<file path="config.mk">
export PLATFORM = sky130hd
export DESIGN_NAME = presc_seq_counter
export DESIGN_NICKNAME = d
export VERILOG_FILES = /design/src/rtl/presc_seq_counter.sv
export SDC_FILE = /design/constraint.sdc
export NUM_CORES = 1
export LEC_CHECK = 0
export ABC_CLOCK_PERIOD_IN_PS = 5000
export BUFFER_PORTS_ARGS = -buffer_cell sky130_fd_sc_hd__buf_2
export CAP_MARGIN = 20
export CORE_ASPECT_RATIO = 1.75
export CORE_MARGIN = 5
export CORE_UTILIZATION = 58
export DETAILED_ROUTE_END_ITERATION = 8
export GPL_ROUTABILITY_DRIVEN = 0
export PLACE_DENSITY = 0.84
export SYNTH_ARGS = -nofsm -noshare
export SYNTH_HDL_FRONTEND = slang
export SYNTH_SLANG_ARGS = --single-unit
</file>
<file path="constraint.sdc">
create_clock -name clk -period 5 [get_ports clk]
set_input_delay 1 -clock clk [delete_from_list [all_inputs] [get_ports clk]]
set_output_delay 1 -clock clk [all_outputs]
set_load 0.02 [all_outputs]
</file>
<file path="src/rtl/presc_seq_counter.sv">
module presc_seq_counter #(
  parameter int W  = 24,
  parameter int PW = 2
) (
  input  logic         clk,
  input  logic         rst,
  input  logic [W-1:0] term_i,
  input  logic [W-1:0] reload_i,
  input  logic         mode_reload_i,
  input  logic         load_i,
  input  logic [W-1:0] load_val_i,
  output logic [W-1:0] count_o,
  output logic         wrap_o
);
  localparam int HW = W - PW;
  localparam logic [PW-1:0] LO_ONE = PW'(1);
  localparam logic [HW-1:0] HI_ONE = HW'(1);
  localparam logic [W:0]    GAP    = (W+1)'((2**PW) - 1);

  logic [PW-1:0] lo_q;
  logic [HW-1:0] hi_q;
  logic stall_q, armed_q, near_q, wrap_q;
  logic legal_q, st_eq_q, st_near_q;

  wire [W-1:0]  start_v = mode_reload_i ? reload_i : '0;
  wire [HW-1:0] t_hi    = term_i[W-1:PW];
  wire [PW-1:0] t_lo    = term_i[PW-1:0];
  wire [HW-1:0] t_hi_m1 = t_hi - HI_ONE;
  wire [W:0]    min_term = {1'b0, start_v} + GAP;
  wire          lo_top  = &lo_q;
  wire          hit     = armed_q & legal_q & ~stall_q & (lo_q == t_lo);

  assign count_o = {hi_q, lo_q};
  assign wrap_o  = wrap_q;

  // configuration-derived flags, one register stage off the count path
  always_ff @(posedge clk) begin
    if (rst) begin
      legal_q   <= 1'b0;
      st_eq_q   <= 1'b0;
      st_near_q <= 1'b0;
    end else begin
      legal_q   <= {1'b0, term_i} >= min_term;
      st_eq_q   <= start_v[W-1:PW] == t_hi;
      st_near_q <= start_v[W-1:PW] == t_hi_m1;
    end
  end

  // predictive upper compare: upper part one step below its target
  always_ff @(posedge clk) begin
    if (!rst && !load_i && !stall_q && hit) near_q <= st_near_q;
    else                                    near_q <= (hi_q == t_hi_m1);
  end

  always_ff @(posedge clk) begin
    if (rst) begin
      lo_q    <= '0;
      hi_q    <= '0;
      stall_q <= 1'b1;
      armed_q <= 1'b0;
      wrap_q  <= 1'b0;
    end else if (load_i) begin
      {hi_q, lo_q} <= load_val_i;
      stall_q <= 1'b1;
      armed_q <= 1'b0;
      wrap_q  <= 1'b0;
    end else if (stall_q) begin
      stall_q <= 1'b0;
      armed_q <= (hi_q == t_hi);
      wrap_q  <= 1'b0;
    end else if (hit) begin
      {hi_q, lo_q} <= start_v;
      armed_q <= st_eq_q;
      wrap_q  <= 1'b1;
    end else begin
      wrap_q <= 1'b0;
      lo_q   <= lo_q + LO_ONE;
      if (lo_top) begin
        hi_q    <= hi_q + HI_ONE;
        armed_q <= near_q;
      end
    end
  end

  assert_wrap_value_R3_R4: assert property (@(posedge clk) disable iff (rst)
    (wrap_o && !$past(rst)) |-> count_o == $past(start_v));

  assert_wrap_single_R5: assert property (@(posedge clk) disable iff (rst)
    wrap_o |=> !wrap_o);

  assert_load_takes_R6: assert property (@(posedge clk) disable iff (rst)
    ($past(load_i) && !$past(rst)) |-> (count_o == $past(load_val_i) && !wrap_o));

  assert_settle_hold_R6: assert property (@(posedge clk) disable iff (rst)
    (!$past(rst) && !$past(load_i) && $past(stall_q)) |-> $stable(count_o));

  assert_step_one_R2: assert property (@(posedge clk) disable iff (rst)
    (!$past(rst) && !$past(load_i) && !$past(stall_q) && !wrap_o)
      |-> count_o == $past(count_o) + W'(1));

  assert_armed_upper_R9: assert property (@(posedge clk) disable iff (rst)
    (armed_q && !load_i) |-> hi_q == t_hi);
endmodule

</file>
==> reports/results.ini, run 1 <==
[synthesis]
synth_seq_cells = 31
synthTopCellsByCount = nand2_1, xnor2_1, nor2_1, clkbuf_1, o21ai_0
synth.distinct_cells = 69
yosysMostFrequentCell = nand2_1
netlist_area_sq_um = 5090
yosysSeqAreaShare_pct = 12.2
synth.avg_cell_area_sq_um = 6.99
yosys_warnings = 0
async_flop_share_pct = 0
synth_ff_type = dfxtp_1
syn_inst = 728
netlist.area_leader.share_pct = 12.2
synth.area.top_cells = dfxtp_1, xnor2_1, ha_1
syn-num-nets = 831
synth_edf_count = 0
yosys.area.top_type = dfxtp_1

[finish]
nets = 881
diodes = 0
area_growth_pct = 11.5
drive_gt1_share_pct = 17.7
fin_cells = 895
fillers = 781

[status]
status = completed

[critical_path]
worstRegToRegCells = 8
crit_fanout = 7
cp.required_ps = 5170
cp-end-kind = flip-flop
critPathLaunchType = input pin
crit_arrival_ps = 4170
path_class = in2reg

[clock_tree]
cts_max_level = 2
worstSkewPairLatency_ps = 290
cts_setup_buffers = 0
root_buffer = clkbuf_16
cts_hold_buf = 0
cts_resized = 0
clkSlewWorstSetupHoldPaths_ps = 50
cts_tree = yes
cts_buffers = 5
cts_sinks = 31
clockBufferDepth = 2

[sta]
tightest_slew_ps = 939
fin_crit_ps = 3990
skew_ps = 4.42
hold_viol_final = 0
fin_crit_sh_pct = 79.9
setup_violations = 0
holdWs_ps = 456
rsz0062_at_grt = false
maxSlewViolCount = 0
fin_tns_setup_ps = 0
relSlewSlack_pct = 37.4
max_freq_ghz = 0.250

[global_routing]
grt_max_degree = 51
grt_pass1_vias = 5831
grt_usage_pct = 34.9
antenna_found_initial = 0
globalRoute.totalOverflow = 0
grt_pass1_wl_mm = 29.5

[routing]
drt_iter0_drc = 712
drc = 0
route.vias.total = 6032
detail_route.wl_per_cell_um = 20.8
routed_wl_mm = 18.6
postRouteAntennaNets = 0
vias_per_cell = 6.74
first_pass_iters = 5

[place]
placed_cells = 888
place_hpwl_mm = 14.0
portBuffers = 100

[floorplan]
coreArea_sq_um = 8610
die_h_um = 134
rows = 45
die_area_sq_um = 10800
io_pins = 101
die_x_um = 80.8
start_util_pct = 59.1

[min_path]
hold_class = reg2reg
holdPathStages = 2

[power]
powerDensity_nw_per_um2 = 178
irDropWorstVdd_uv = 190
power_leakage_uw = 0.00214

[run]
cap_violations = 0

==> per-layer routing <==
| metal | vias to the layer above | routed length, um | GRT usage, % |
|---|---|---|---|
| li1 | 2748 | - | - |
| met1 | 2735 | 6620 | 40.2 |
| met2 | 439 | 8840 | 56.6 |
| met3 | 110 | 1750 | 6.59 |
| met4 | 0 | 1440 | 24.9 |
| met5 | - | 0 | 0 |
==> stage by stage <==
stage / total power, uW / cell area [sq um] / setup WS, ps / utilization (%)
5_1_grt: 1060 / 5670 / 800 / 65.8
4_1_cts: 996 / 5670 / 1080 / 65.8
2_1_floorplan: 561 / 5090 / 1110 / -
3_3_place_gp: 675 / 5530 / 830 / 64.2
6_report: 1010 / 5670 / 1010 / 65.8
3_5_place_dp: 686 / 5530 / 791 / 64.2
==> cells in the final DEF (no fill, tap or decap), drive strengths merged, types with 8 or more instances in the layout <==
master	count
a211oi	20
a21o	8
a21oi	42
buf	105
dfxtp	31
ha	27
inv	19
mux2i	9
nand2	74
nand3	32
nand3b	11
nand4	22
nor2	63
nor3	28
nor4	19
o211ai	8
o21ai	45
or4	11
xnor2	67
xor2	30
==> final timing paths <==
path                             startpoint      end  slack (ps)
worst min-delay path              st_near_q   near_q         460
worst min register to register    st_near_q   near_q         460
worst max register to register      lo_q[0]   near_q        2320
worst max-delay path            reload_i[3]  legal_q        1010
==> registers in the layout, indices dropped and copies added, names as in the netlist <==
signal and flops:
hi_q 22, st_eq_q 1, st_near_q 1, wrap_o 1
lo_q 2, legal_q 1, armed_q 1, near_q 1
stall_q 1
==> report_power, final <==
part | total (uW) | switching, uW | internal, uW
clock | 312 | 117 | 194
sequential | 289 | 27.8 | 261
combinational | 411 | 255 | 156
total | 1010 | 400 | 611
==> cells by family after synthesis <==
logic type	count (synthesis)	synth area share, %
buffers and inverters	81	6.39
AOI/OAI and AO/OA	179	22.6
adders and majority gates	27	6.64
muxes	13	2.66
DFF	31	12.2
xor gates and xnor gates	98	17.1
and+or+nand+nor	299	32.4
==> layout make-up <==
type	count	area [sq um]	share of cell area, %
clock buffer	6	139	2.45
sequential	31	621	10.9
tap	117	146	2.58
multi-input combinational	616	4150	73.2
inverter	19	71.3	1.26
clock inverter	1	5.00	0.0883
timing repair buffer	105	538	9.49
==> critical path, cell delays in order <==
cell and delay [ps]:
buf_2 190, o211ai_1 290, or4_4 650, nor3_4 270
nand2_2 120, nor3_2 260, nand2_1 90, mux2_1 330
ha_1 180, a21o_1 170, a21o_1 170, a21oi_1 140
o21ai_0 100, a21oi_1 150, a21oi_1 70
(Power assumes the default switching activity.)
==> run 2: changes to the inputs <==
ABC_CLOCK_PERIOD_IN_PS = 3200   (was 5000)
CORE_UTILIZATION = 52   (was 58)
PLACE_DENSITY = 0.8   (was 0.84)
clock period = 3.2 ns   (was 5 ns; I/O delays follow)
==> run 2 against run 1 <==
Compared with the run above: first-iteration DRC count is 30% higher; sequential power is 56% higher; clock power is 51% higher; routed wire length is 7.7% higher; combinational power is 69% higher; clock-buffer cell count is 1 higher; global-route usage is 2.6 points lower; via count is 4.3% higher; die area is 10% higher; sequential cell count stayed put; power is 60% higher; critical endpoint unchanged.
==> reports/results.ini, run 2 (same netlist as run 1, synthesis figures left out) <==
[routing]
drc = 0  ; unchanged
routed-wl-met3_mm = 1.71  ; was 1.75 mm
detail_route.wl_per_cell_um = 21.2  ; was 20.8 um
drt_iter0_drc = 925  ; was 712
first_pass_iters = 8  ; was 5
route.vias.total = 6292  ; was 6032
postRouteAntennaNets = 0  ; unchanged
met2_length_mm = 9.44  ; was 8.84 mm
routed.top_layer = met4  ; unchanged
wl_met1_mm = 7.04  ; was 6.62 mm
routed_wl_mm = 20.1  ; was 18.6 mm
vias_per_cell = 6.63  ; was 6.74

[floorplan]
coreArea_sq_um = 9530  ; was 8610 sq um
die_area_sq_um = 11900  ; was 10800 sq um
rows = 47  ; was 45
io_pins = 101  ; unchanged
die_x_um = 84.8  ; was 80.8 um
die_h_um = 141  ; was 134 um
start_util_pct = 53.4  ; was 59.1%

[global_routing]
grt_max_degree = 50  ; was 51
grt_usage_pct = 32.3  ; was 34.9%
globalRoute.totalOverflow = 0  ; unchanged
grt_pass1_wl_mm = 30.6  ; was 29.5 mm
antenna_found_initial = 0  ; unchanged
grt_pass1_vias = 6007  ; was 5831

[power]
pwr-share-seq_pct = 27.9  ; was 28.6%
p_sw_uw = 642  ; was 400 uW
p_clk_share_pct = 29.1  ; was 30.8%
combPwrFrac_pct = 43.0  ; was 40.6%
swShare_pct = 39.8  ; was 39.5%
p_int_uw = 972  ; was 611 uW
irDropWorstVdd_uv = 295  ; was 190 uV
powerDensity_nw_per_um2 = 266  ; was 178 nW/um^2
total_power_uw = 1610  ; was 1010 uW
power_leakage_uw = 0.00238  ; was 0.00214 uW

[clock_tree]
cts_hold_buf = 0  ; unchanged
cts_max_level = 2  ; unchanged
worstSkewPairLatency_ps = 290  ; about the same
cts_sinks = 31  ; unchanged
clockBufferDepth = 2  ; unchanged
cts_buffers = 5  ; unchanged
root_buffer = clkbuf_16  ; unchanged
cts_tree = yes  ; unchanged
clkSlewWorstSetupHoldPaths_ps = 50  ; about the same

[critical_path]
cp.required_ps = 3370  ; was 5170 ps
cpPeakStageDelay_ps = 330  ; was 650 ps
crit_path_top_delay_cell = ha_1  ; was or4_4
critPathLaunchType = input pin  ; unchanged
crit_chain = buf_2, o211ai_1, buf_4, nor4_2, nand2_1, xnor2_1, nand2_1, ha_1, a21o_1, a21o_1, a211o_1, o211ai_1, a21oi_1, o21ai_0, a21oi_1  ; was buf_2, o211ai_1, or4_4, nor3_4, nand2_2, nor3_2, nand2_1, mux2_1, ha_1, a21o_1, a21o_1, a21oi_1, o21ai_0, a21oi_1, a21oi_1
cp-end-kind = flip-flop  ; unchanged
cp_num_buf_inv = 2  ; was 1
crit_fanout = 3  ; was 7
crit_arrival_ps = 3300  ; was 4170 ps
path_class = in2reg  ; unchanged
cp_top_family = compound AO/OA/AOI/OAI gates  ; was simple AND/OR/NAND/NOR gates

[status]
status = completed  ; unchanged

[finish]
largest_reg_flops = 22  ; unchanged
layout_commonest_cell = buf_2  ; unchanged
top_regs = hi_q x22, lo_q x2  ; unchanged
diodes = 0  ; unchanged
mostFrequentLayoutCells = buf_2, nand2_1, xnor2_1  ; unchanged
nets = 929  ; was 881
area_growth_pct = 19.2  ; was 11.5%
final_cell_area_sq_um = 6060  ; was 5670 sq um
regMostFlops = hi_q  ; unchanged
drive_gt1_share_pct = 23.2  ; was 17.7%

[sta]
tightest_slew_ps = 721  ; was 939 ps
fin_crit_sh_pct = 97.7
skew_ps = 1.56  ; was 4.42 ps
fin_tns_setup_ps = 0  ; unchanged
rsz0062_at_grt = true  ; was false
setup_violations = 0  ; unchanged
relSlewSlack_pct = 51.6  ; was 37.4%
holdWs_ps = 482  ; was 456 ps
fin_crit_ps = 3130
hold_viol_final = 0  ; unchanged
maxSlewViolCount = 0  ; unchanged
max_freq_ghz = 0.320

[run]
cap_violations = 0  ; unchanged

[place]
place_hpwl_mm = 15.2  ; was 14.0 mm
portBuffers = 100  ; unchanged
placed_area_sq_um = 5900  ; was 5530 sq um

[min_path]
hold_class = reg2reg  ; unchanged

run 2: cell count changes in the layout (fill, tap and decap cells not counted), sizes merged:
cell,previous run,this run
buf,105,153
clkbuf,6,7
run 2: through the flow:
step / cells / setup WS (ps) / utilization [%]
final: 949 / 74.8 / 63.7
after global routing: 949 / -111 / 63.7
after global placement: 940 / -130 / 61.9
after CTS: 948 / 35.1 / 63.4
after floorplan: 728 / 1.63 / -
after detailed placement: 940 / -261 / 61.9
run 2: path summary, 6_finish.rpt:
path,to,slack (ps),cells past startpoint,start
worst min register to register,near_q,480,2,st_near_q
worst max register to register,near_q,420,7,hi_q[12]
worst min-delay path,near_q,480,2,st_near_q
worst max-delay path,legal_q,70,15,reload_i[3]
run 2: layout make-up:
type	instances	area [sq um]
clock buffers	7	133
clock inverters	1	5.00
fillers	882	3460
inverters	19	71.3
multi-input cells	616	4180
flip-flops and latches	31	621
well taps	122	153
repair buffers	153	898
run 2: worst reg2reg max path, cell delays in order (launching register included):
cell and delay (ps):
dfxtp_1 440, xor2_1 220, nand2b_1 330, mux2_1 360
or4_1 520, nor4_2 410, o211ai_1 180, o31ai_2 230
run 2: power groups by stage:
| stage | Sequential (uW) | Combinational [uW] | Clock [uW] |
|---|---|---|---|
| 6_report | 450 | 694 | 470 |
| 5_1_grt | 452 | 743 | 485 |
| 3_5_place_dp | 456 | 662 | 0 |
| 3_3_place_gp | 455 | 642 | 0 |
| 2_1_floorplan | 463 | 418 | 0 |
| 4_1_cts | 448 | 666 | 468 |
run 2: per-layer routing:
metal  up-vias  global-route usage [%]
met1      2856                    36.6
met3       137                    4.09
met2       452                    54.1
met4         0                    25.1
met5         -                       0
li1       2847                       -
run 2: timing repair:
item                       4_1_cts  5_1_grt
setup endpoints to repair        0        2
resized for setup                0        4
setup buffers                    0        1
==> run 3: changes to the inputs <==
ABC_AREA = 1   (was unset)
==> run 3 against run 2 <==
Compared with the run above: non-clock buffer count is 39 lower; worst hold slack better by 34 ps; power is 4.3% higher; cell count is 15% higher; setup slack better by 270 ps.
==> reports/results.ini, run 3 <==
[status]
status = completed  ; unchanged

[power]
p_sw_uw = 663  ; was 642 uW
powerDensity_nw_per_um2 = 290  ; was 266 nW/um^2
pwr-share-seq_pct = 27.6  ; was 27.9%
irDropWorstVdd_uv = 314  ; was 295 uV
power_leakage_uw = 0.00276  ; was 0.00238 uW
p_int_uw = 1020  ; was 972 uW
swShare_pct = 39.4  ; was 39.8%
combPwrFrac_pct = 37.7  ; was 43.0%
p_clk_share_pct = 34.8  ; was 29.1%

[critical_path]
startpoint = mode_reload_i  ; was reload_i[3]
reg2reg_from = lo_q[1]  ; was hi_q[12]
crit_fanout = 25  ; was 3
r2r-end = hi_q[1]  ; was near_q
cp-end-kind = flip-flop  ; unchanged
worstRegToRegCells = 9  ; was 7
critPathLaunchType = input pin  ; unchanged
r2r_setup_slack_ps = 670  ; was 420 ps
cp.required_ps = 3430  ; was 3370 ps
crit_arrival_ps = 3080  ; was 3300 ps
path_class = in2reg  ; unchanged
critPathCapture = legal_q  ; unchanged

[min_path]
hold_class = reg2reg  ; unchanged
hp-start = st_near_q  ; unchanged

[synthesis]
netlist_area_sq_um = 5010  ; was 5090 sq um
yosysMostFrequentCell = nand2_1  ; unchanged
synthTopCellsByCount = nand2_1, inv_1, nor2_1, nand3_1, a21oi_1  ; was nand2_1, xnor2_1, nor2_1, clkbuf_1, o21ai_0
syn-num-nets = 973  ; was 831
async_flop_share_pct = 0  ; unchanged
netlist.area_leader.share_pct = 17.8  ; was 12.2%
synth_edf_count = 0  ; unchanged
synth.area.top_cells = nand2_1, dfxtp_1, nand3_1  ; was dfxtp_1, xnor2_1, ha_1
synth_seq_cells = 31  ; unchanged
synth.avg_cell_area_sq_um = 5.76  ; was 6.99 sq um
synth.distinct_cells = 45  ; was 69
yosys_warnings = 0  ; unchanged
synth_ff_type = dfxtp_1  ; unchanged
yosys.area.top_type = nand2_1  ; was dfxtp_1
yosysSeqAreaShare_pct = 12.4  ; was 12.2%
syn_inst = 870  ; was 728

[finish]
fin_util_pct = 61.4  ; was 63.7%
diodes = 0  ; unchanged
top_regs = hi_q x22, lo_q x2  ; unchanged
nets = 1068  ; was 929
area_growth_pct = 15.9  ; was 19.2%
drive_gt1_share_pct = 17.6  ; was 23.2%
largest_reg_flops = 22  ; unchanged
regMostFlops = hi_q  ; unchanged
fin_cells = 1088  ; was 949
mostFrequentLayoutCells = nand2_1, buf_2, inv_1  ; was buf_2, nand2_1, xnor2_1
layout_commonest_cell = nand2_1  ; was buf_2

[floorplan]
die_x_um = 84.2  ; was 84.8 um
die_h_um = 140  ; was 141 um
coreArea_sq_um = 9470  ; was 9530 sq um
die_area_sq_um = 11800  ; was 11900 sq um
io_pins = 101  ; unchanged
rows = 47  ; unchanged
start_util_pct = 53.0  ; was 53.4%

[sta]
fin_crit_ps = 2850  ; was 3130 ps
worst_slack_ps = 349  ; was 74.8 ps
setup_violations = 0  ; unchanged
skew_ps = 6.40  ; was 1.56 ps
max_freq_ghz = 0.351  ; was 0.320 GHz
relSlewSlack_pct = 33.9  ; was 51.6%
hold_viol_final = 0  ; unchanged
maxSlewViolCount = 0  ; unchanged
rsz0062_at_grt = false  ; was true
fin_tns_setup_ps = 0  ; unchanged
fin_crit_sh_pct = 89.1  ; was 97.7%
tightest_slew_ps = 991  ; was 721 ps

[run]
cap_violations = 0  ; unchanged

[global_routing]
globalRoute.totalOverflow = 0  ; unchanged
grt_pass1_wl_mm = 30.4  ; was 30.6 mm
grt_max_degree = 31  ; was 50
grt_usage_pct = 32.8  ; was 32.3%
antenna_found_initial = 0  ; unchanged
grt_pass1_vias = 6071  ; was 6007

[routing]
drt_iter0_drc = 524  ; was 925
drc = 0  ; unchanged
first_pass_iters = 6  ; was 8
routed_wl_mm = 19.5  ; was 20.1 mm
vias_per_cell = 5.89  ; was 6.63
detail_route.wl_per_cell_um = 17.9  ; was 21.2 um
route.vias.total = 6406  ; was 6292
postRouteAntennaNets = 0  ; unchanged

[clock_tree]
cts_tree = yes  ; unchanged
cts_sinks = 31  ; unchanged
cts_setup_buffers = 0  ; unchanged
worstSkewPairLatency_ps = 290  ; about the same
cts_resized = 0  ; unchanged
cts_buffers = 5  ; unchanged
clkSlewWorstSetupHoldPaths_ps = 60  ; was 50 ps
root_buffer = clkbuf_16  ; unchanged
clockBufferDepth = 2  ; unchanged
cts_max_level = 2  ; unchanged
cts_hold_buf = 0  ; unchanged

[place]
placed_cells = 1080  ; was 940
portBuffers = 100  ; unchanged
post-place-ws_ps = 98.4  ; was -261 ps
place_hpwl_mm = 15.7  ; was 15.2 mm

-- run 3: cell count changes after synthesis, moves of 10 or more --
cell / before / now
nand2_1: 72 / 238
clkbuf_1: 47 / 12
nor2_1: 62 / 91
or4_1: 10 / 0
nand2_2: 2 / 13
xnor2_1: 67 / 16
nand3_1: 31 / 75
a211oi_1: 20 / 1
a21oi_1: 42 / 60
o211ai_1: 8 / 19
nor3_1: 24 / 13
inv_1: 19 / 94
-- run 3: worst min path at each step --
stage / endpoint / slack, ps / cells past startpoint
4_1_cts: near_q / 500 / 2
2_1_floorplan: near_q / 400 / 2
5_1_grt: near_q / 510 / 2
3_3_place_gp: near_q / 490 / 2
3_5_place_dp: near_q / 490 / 2
6_report: near_q / 520 / 2
-- run 3: final cells by class --
cell class              count  area [sq um]
well taps                 122           153
multi-input cells         712          3870
fillers                   982          3650
clock inverters             2          35.0
flip-flops and latches     31           621
repair buffers            114           618
inverters                 101           380
clock buffers               6           139
-- run 3: cell families after synthesis --
logic type / synth area share [%]
xor+xnor: 9.26
fa+ha+maj: 6.74
simple gates: 45.1
buf+inv: 10.5
flops: 12.4
compound gates: 16.0
-- run 3: layer usage --
metal	vias up	GRT usage [%]	part of all wire [%]
li1	3074	-	-
met3	113	5.46	8.0
met4	0	27.0	9.4
met1	2852	35.3	34
met2	367	55.2	48
met5	-	0	0
-- run 3: metrics by stage --
stage               total power [uW]  cell area (sq um)  hold slack [ps]
floorplan                        854               5010              403
global placement                1080               5640              486
detailed placement              1090               5640              487
CTS                             1660               5810              500
global route                    1760               5810              513
finish                          1680               5810              517
-- run 3: critical path, cell delays in order --
cell and delay, ps:
buf_2 150, buf_12 190, nand2_2 130, nor4_2 430
nand3_1 120, nor2_1 110, nand2_1 70, xor2_1 150
ha_1 290, nand2_1 50, nor2_1 170, nand4_1 100
nor2_1 110, nand4_1 90, nand4_1 90, nand2_1 60
a21oi_1 110
-- run 3: power by group through the flow --
stage / clock [uW] / combinational (uW) / sequential, uW
after floorplan: 0 / 381 / 473
after global placement: 0 / 614 / 469
after detailed placement: 0 / 618 / 470
after CTS: 579 / 620 / 462
after global routing: 597 / 697 / 469
final: 585 / 634 / 464
